### config.mk
export PLATFORM = sky130hd
export DESIGN_NAME = lpm_seq_ctrl
export DESIGN_NICKNAME = d
export VERILOG_FILES = /design/src/rtl/lpm_pkg.sv /design/src/rtl/lpm_wake_filter.sv /design/src/rtl/lpm_enable_decode.sv /design/src/rtl/lpm_mode_fsm.sv /design/src/rtl/lpm_seq_ctrl.sv
export SDC_FILE = /design/constraint.sdc
export NUM_CORES = 1
export LEC_CHECK = 0
export BUFFER_PORTS_ARGS = -buffer_cell sky130_fd_sc_hd__buf_2
export CAP_MARGIN = 20
export CORE_ASPECT_RATIO = 0.5
export CORE_MARGIN = 2
export CORE_UTILIZATION = 30
export DETAILED_ROUTE_END_ITERATION = 8
export GPL_ROUTABILITY_DRIVEN = 0
export HOLD_SLACK_MARGIN = 0.12
export PLACE_DENSITY = 0.52
export SYNTH_ARGS = -nofsm -noshare
export SYNTH_HDL_FRONTEND = slang
export SYNTH_SLANG_ARGS = --single-unit
### constraint.sdc
create_clock -name clk -period 1.92 [get_ports clk]
set_clock_uncertainty 0.2 [all_clocks]
set_input_delay 0.288 -clock clk [delete_from_list [all_inputs] [get_ports clk]]
set_output_delay 0.288 -clock clk [all_outputs]
set_load 0.01 [all_outputs]
### src/rtl/lpm_pkg.sv
package lpm_pkg;

    typedef enum logic [2:0] {
        MODE_ACT = 3'd0,
        MODE_S0  = 3'd1,
        MODE_S1  = 3'd2,
        MODE_S2  = 3'd3,
        MODE_S3  = 3'd4,
        MODE_S4  = 3'd5,
        MODE_SDH = 3'd6,
        MODE_SDD = 3'd7
    } pwr_mode_e;

    // wake source bit positions
    localparam int WK_SLOW  = 0;
    localparam int WK_RTC   = 1;
    localparam int WK_IO    = 2;
    localparam int WK_CMP   = 3;
    localparam int WK_FIXED = 4;

    typedef struct packed {
        logic cpu;
        logic mclk;
        logic smclk;
        logic aclk;
        logic nvm_on;
        logic nvm_stby;
        logic hf_per;
        logic lf_per;
        logic rtc;
        logic svs;
    } en_vec_t;

    localparam en_vec_t EN_RESET = '{cpu: 1'b1, mclk: 1'b1, smclk: 1'b1, aclk: 1'b1,
                                     nvm_on: 1'b1, nvm_stby: 1'b0, hf_per: 1'b1,
                                     lf_per: 1'b1, rtc: 1'b1, svs: 1'b1};

    typedef struct packed {
        pwr_mode_e mode;
        pwr_mode_e saved;
        logic      in_isr;
        logic      irq_take;
        logic      sys_rst;
        logic      shdn_flag;
    } fsm_st_t;

endpackage

### src/rtl/lpm_wake_filter.sv
module lpm_wake_filter
    import lpm_pkg::*;
#(
    parameter int WAKE_W = 6
) (
    input  pwr_mode_e         mode,
    input  logic [WAKE_W-1:0] evt,
    input  logic [WAKE_W-1:0] msk,
    output logic              hit
);

    logic [WAKE_W-1:0] allow;

    for (genvar b = 0; b < WAKE_W; b++) begin : g_src
        if (b == WK_SLOW) begin : g_slow
            assign allow[b] = (mode == MODE_S0) || (mode == MODE_S1) ||
                              (mode == MODE_S2) || (mode == MODE_S3);
        end else if (b == WK_RTC) begin : g_rtc
            assign allow[b] = (mode == MODE_S0) || (mode == MODE_S1) ||
                              (mode == MODE_S2) || (mode == MODE_S3) ||
                              (mode == MODE_SDH);
        end else if (b == WK_IO) begin : g_io
            assign allow[b] = (mode != MODE_ACT);
        end else if (b == WK_CMP) begin : g_cmp
            assign allow[b] = (mode == MODE_S0) || (mode == MODE_S1) ||
                              (mode == MODE_S2) || (mode == MODE_S3) ||
                              (mode == MODE_S4);
        end else begin : g_other
            assign allow[b] = (mode == MODE_S0) || (mode == MODE_S1);
        end
    end

    assign hit = |(evt & msk & allow);

endmodule

### src/rtl/lpm_enable_decode.sv
module lpm_enable_decode
    import lpm_pkg::*;
(
    input  pwr_mode_e mode,
    input  logic      smclk_off,
    input  logic      nvm_lpm0_off,
    input  logic      svs_opt_en,
    output en_vec_t   en
);

    logic upto_s1;
    logic upto_s3;

    always_comb begin
        upto_s1 = (mode == MODE_ACT) || (mode == MODE_S0) || (mode == MODE_S1);
        upto_s3 = upto_s1 || (mode == MODE_S2) || (mode == MODE_S3);

        en          = '0;
        en.cpu      = (mode == MODE_ACT);
        en.mclk     = (mode == MODE_ACT) || (mode == MODE_S0);
        en.smclk    = upto_s1 && !smclk_off;
        en.aclk     = upto_s3;
        en.nvm_on   = (mode == MODE_ACT) || ((mode == MODE_S0) && !nvm_lpm0_off);
        en.nvm_stby = (mode == MODE_S1);
        en.hf_per   = upto_s1;
        en.lf_per   = upto_s3;
        en.rtc      = upto_s3 || (mode == MODE_SDH);
        unique case (mode)
            MODE_S2, MODE_S3, MODE_S4: en.svs = svs_opt_en;
            MODE_SDD:                  en.svs = 1'b0;
            default:                   en.svs = 1'b1;
        endcase
    end

endmodule

### src/rtl/lpm_mode_fsm.sv
module lpm_mode_fsm
    import lpm_pkg::*;
(
    input  logic      clk,
    input  logic      rst_n,
    input  logic      sleep_req,
    input  logic [2:0] mode_code,
    input  logic      wake_hit,
    input  logic      irq_exit,
    input  logic      stay_awake,
    output fsm_st_t   st
);

    fsm_st_t st_d, st_q;
    logic    shutdown_lvl;

    always_comb begin
        shutdown_lvl = (st_q.mode == MODE_SDH) || (st_q.mode == MODE_SDD);
        st_d          = st_q;
        st_d.irq_take = 1'b0;
        st_d.sys_rst  = 1'b0;

        if (st_q.mode == MODE_ACT) begin
            if (sleep_req && (mode_code != 3'd0)) begin
                st_d.mode   = pwr_mode_e'(mode_code);
                st_d.saved  = pwr_mode_e'(mode_code);
                st_d.in_isr = 1'b0;
            end else if (irq_exit && st_q.in_isr) begin
                st_d.in_isr = 1'b0;
                if (!stay_awake) begin
                    st_d.mode = st_q.saved;
                end
            end
        end else if (wake_hit) begin
            st_d.mode = MODE_ACT;
            if (shutdown_lvl) begin
                st_d.saved     = MODE_ACT;
                st_d.in_isr    = 1'b0;
                st_d.sys_rst   = 1'b1;
                st_d.shdn_flag = 1'b1;
            end else begin
                st_d.in_isr   = 1'b1;
                st_d.irq_take = 1'b1;
            end
        end
    end

    always_ff @(posedge clk or negedge rst_n) begin
        if (!rst_n) begin
            st_q <= '{mode: MODE_ACT, saved: MODE_ACT, in_isr: 1'b0,
                      irq_take: 1'b0, sys_rst: 1'b0, shdn_flag: 1'b0};
        end else begin
            st_q <= st_d;
        end
    end

    assign st = st_q;

endmodule

### src/rtl/lpm_seq_ctrl.sv
module lpm_seq_ctrl
    import lpm_pkg::*;
#(
    parameter int EXTRA_WAKE = 2,
    localparam int WAKE_W = WK_FIXED + EXTRA_WAKE
) (
    input  logic              clk,
    input  logic              rst_n,
    input  logic [2:0]        mode_code,
    input  logic              sleep_req,
    input  logic              smclk_off,
    input  logic              nvm_lpm0_off,
    input  logic              svs_opt_en,
    input  logic [WAKE_W-1:0] wake_evt,
    input  logic [WAKE_W-1:0] wake_msk,
    input  logic              irq_exit,
    input  logic              stay_awake,
    output logic              cpu_en,
    output logic              mclk_en,
    output logic              smclk_en,
    output logic              aclk_en,
    output logic              nvm_on,
    output logic              nvm_stby,
    output logic              hf_per_en,
    output logic              lf_per_en,
    output logic              rtc_en,
    output logic              svs_en,
    output logic              irq_take,
    output logic              sys_rst,
    output logic [2:0]        cur_mode,
    output logic              shdn_wake_flag
);

    fsm_st_t st;
    logic    wake_hit;
    en_vec_t en_d, en_q;

    lpm_wake_filter #(.WAKE_W(WAKE_W)) u_filter (
        .mode (st.mode),
        .evt  (wake_evt),
        .msk  (wake_msk),
        .hit  (wake_hit)
    );

    lpm_mode_fsm u_fsm (
        .clk        (clk),
        .rst_n      (rst_n),
        .sleep_req  (sleep_req),
        .mode_code  (mode_code),
        .wake_hit   (wake_hit),
        .irq_exit   (irq_exit),
        .stay_awake (stay_awake),
        .st         (st)
    );

    lpm_enable_decode u_decode (
        .mode         (st.mode),
        .smclk_off    (smclk_off),
        .nvm_lpm0_off (nvm_lpm0_off),
        .svs_opt_en   (svs_opt_en),
        .en           (en_d)
    );

    always_ff @(posedge clk or negedge rst_n) begin
        if (!rst_n) begin
            en_q <= EN_RESET;
        end else begin
            en_q <= en_d;
        end
    end

    assign cpu_en         = en_q.cpu;
    assign mclk_en        = en_q.mclk;
    assign smclk_en       = en_q.smclk;
    assign aclk_en        = en_q.aclk;
    assign nvm_on         = en_q.nvm_on;
    assign nvm_stby       = en_q.nvm_stby;
    assign hf_per_en      = en_q.hf_per;
    assign lf_per_en      = en_q.lf_per;
    assign rtc_en         = en_q.rtc;
    assign svs_en         = en_q.svs;
    assign irq_take       = st.irq_take;
    assign sys_rst        = st.sys_rst;
    assign cur_mode       = st.mode;
    assign shdn_wake_flag = st.shdn_flag;

endmodule

==> metrics.txt <==
largest net degree at the start of global routing 20; Max Transition Viols Final 0; TritonCTS Buffers 3; synthesized flop and latch total 19; final hold vios 0; CP Max Fanout 6; Final Net Count between 150 and 200; port bufs 38; num ports 39; Tcrit/Tclk final 92.49%; Post-Place Setup Slack ~0.2 ns; first-pass GRT wire length approximately 3.2 mm; Int Pwr around 1.1 mW; Clock Path Buffers 2; combinational power share 41.5%; wire length per cell between 10 and 15 microns; top-count cell post-synth dfrtp_1; Post-synth EDFFs 0; FFs w/ async S/R, synth 100.0%; worst hold path class input pin to flip-flop; startpoint types input pin; TritonCTS clock tree built; final setup margin approximately 0.14 ns; Yosys cell types 33; clk sinks 19; Sw Pwr ~0.56 mW; area delta synth->final 40.34%; sequential-to-total area share from yosys stat between 50% and 60%; vias in the first global route approximately 740; FMAX around 0.56 GHz; DR DRC count 0; Reg clk slew, reported paths about 0.07 ns; synthesis warning total 0; Die ar. approximately 0.0034 sq mm; Yosys top cell area share about a third; commonest cells in the netlist dfrtp_1 (11), dfstp_2 (8), a21oi_1 (7), nand2_1 (7), buf_4 (6); Total GRT Usage 12.44%; Final min period about 1.8 ns; placed cells about 160; sequential power share 41.6%; fin cells between 150 and 200; Mean Syn Cell Area ~11 sq um; switching part of the total power between 30% and 40%; Worst setup EP type flip-flop; Die H between 40 and 50 microns; Post-Route WL between 1.5 and 2 mm; Clk pwr share approximately 17%; Cell Pwr Density ~1300 mW/mm^2; Final Setup Violations 0; Synth area leader dfrtp_1; DRT iter0 DRCs 21; H-tree depth 1; leak pwr between 0.5 and 0.6 nW; via count 760; Synth Cell Area between 800 and 900 sq um; initial antenna violation count 0; Peak VDD IR approximately 0.60 mV; share of cells above drive strength 1 roughly 46%; top cells by area, synth dfrtp_1 (31%), dfstp_2 (24%), buf_4 (5.2%); Post-Syn Nets between 100 and 150; Crit Path Class input pin to flip-flop; Critical Path AT ~1.7 ns; hpwl dp roughly 1.5 mm; Slew HR 67.84%; diodes inserted 0; antenna viol nets, final 0; vias per cell about 4.6; final core occ a little under half; DR pass1 iterations 5; outcome finished, final reports clean; die width between 80 and 90 microns; root buffer cell clkbuf_8; worst-margin pin slew 0.4787 ns; Initial Util 32.59%; CORE AREA between 0.002 and 0.003 sq mm; maxcap violations 0; Worst EP required ~1.9 ns; worst skew pair latency 0.25 ns; GRT overflow 0; top_reg_cell synth dfrtp_1; Gate Count Post-Synth between 80 and 90; floorplan row count 13
[power by group through the flow]
stage	registers [mW]	clock network (mW)	logic [mW]
detailed placement	0.681	0	0.664
global route	0.694	0.302	0.749
global placement	0.679	0	0.664
floorplan	0.704	0	0.421
finish	0.675	0.274	0.674
CTS	0.675	0.285	0.677
[layer usage]
| metal | share of wire [%] | routed length [microns] | up-vias | global-route usage, % |
|---|---|---|---|---|
| li1 | - | - | 378 | - |
| met1 | 48 | 936 | 359 | 15.58 |
| met2 | 47 | 923 | 21 | 20.50 |
| met3 | 5.2 | 103 | 2 | 4.526 |
| met4 | 0.30 | 6 | 0 | 3.051 |
| met5 | 0 | 0 | - | 0 |
[sequential cells by signal (all words and copies together) (netlist names)]
signal	count
u_fsm.st	10
cpu_en	1
hf_per_en	1
lf_per_en	1
mclk_en	1
nvm_on	1
nvm_stby	1
rtc_en	1
smclk_en	1
svs_en	1
[worst max-delay path, stage by stage]
cell and delay [ns]:
dlygate4sd3_1 0.58, o31ai_2 0.18, buf_4 0.16, o21ai_0 0.07
and3_1 0.19, nor4_2 0.25
[cell type report]
| class | instances | area [sq um] |
|---|---|---|
| Timing Repair Buffer | 51 | 310.3 |
| Inverter | 3 | 11.26 |
| Fill cell | 270 | 1456 |
| Multi-Input combinational cell | 52 | 329.1 |
| Clock buffer | 4 | 45.04 |
| Sequential cell | 19 | 485.5 |
| Tap cell | 37 | 46.29 |
[cells by family (layout without fill, tap and decap cells)]
| family | after synthesis | after routing | share of synthesized area, % |
|---|---|---|---|
| xor gates and xnor gates | 1 | 1 | 1.002 |
| and+or+nand+nor | 30 | 30 | 20.17 |
| DFF | 19 | 19 | 55.51 |
| muxes | 1 | 1 | 1.145 |
| AOI/OAI and AO/OA | 20 | 20 | 14.74 |
| buffers and inverters | 11 | 58 | 7.438 |
[worst paths after layout]
kind	from	endpoint	slack (ns)	cells after the start
setup / recovery	mode_code[0]	u_fsm.st[8]$_DFFE_PN0P_	0.14	6
hold / removal	mode_code[1]	u_fsm.st[5]$_DFFE_PN0P_	0.14	3
setup reg to reg	u_fsm.st[9]$_DFFE_PN0P_	u_fsm.st[4]$_DFFE_PN0P_	0.18	4
hold reg to reg	u_fsm.st[0]$_DFFE_PN0P_	u_fsm.st[0]$_DFFE_PN0P_	0.26	1
max in group asynchronous	rst_n	smclk_en$_DFF_PN1_	0.89	2
min in group asynchronous	rst_n	u_fsm.st[0]$_DFFE_PN0P_	0.30	2
[stage by stage]
step                power, mW   TNS [ns]  hold WS (ns)  area (sq um)
finish                  1.624          0        0.1438          1227
global placement        1.343          0       0.04825          1110
floorplan               1.125          0       -0.2076         874.6
global route            1.745  -0.001263        0.1530          1227
CTS                     1.637          0        0.1264          1215
detailed placement      1.345          0       0.05490          1110
[cell usage in the layout (no fill, tap or decap), types with 2 or more instances in the layout]
| master | n |
|---|---|
| dfstp_2 | 8 |
| buf_4 | 9 |
| inv_1 | 3 |
| nor2_1 | 5 |
| dlygate4sd3_1 | 5 |
| a21oi_1 | 7 |
| nand3_1 | 2 |
| nand2_1 | 7 |
| buf_2 | 36 |
| o21ai_0 | 4 |
| nor3b_1 | 3 |
| or2_1 | 2 |
| nand3b_1 | 2 |
| clkbuf_8 | 3 |
| and2_0 | 2 |
| dfrtp_1 | 11 |
[what timing repair did]
| action | CTS | global route |
|---|---|---|
| endpoints found under the setup margin | 0 | 3 |
| hold buffers | 6 | 0 |
| setup buffers | 0 | 2 |
| endpoints found under the hold margin | 24 | 0 |
| resized for setup | 0 | 2 |
No activity file was read; power rests on OpenSTA's default activity.
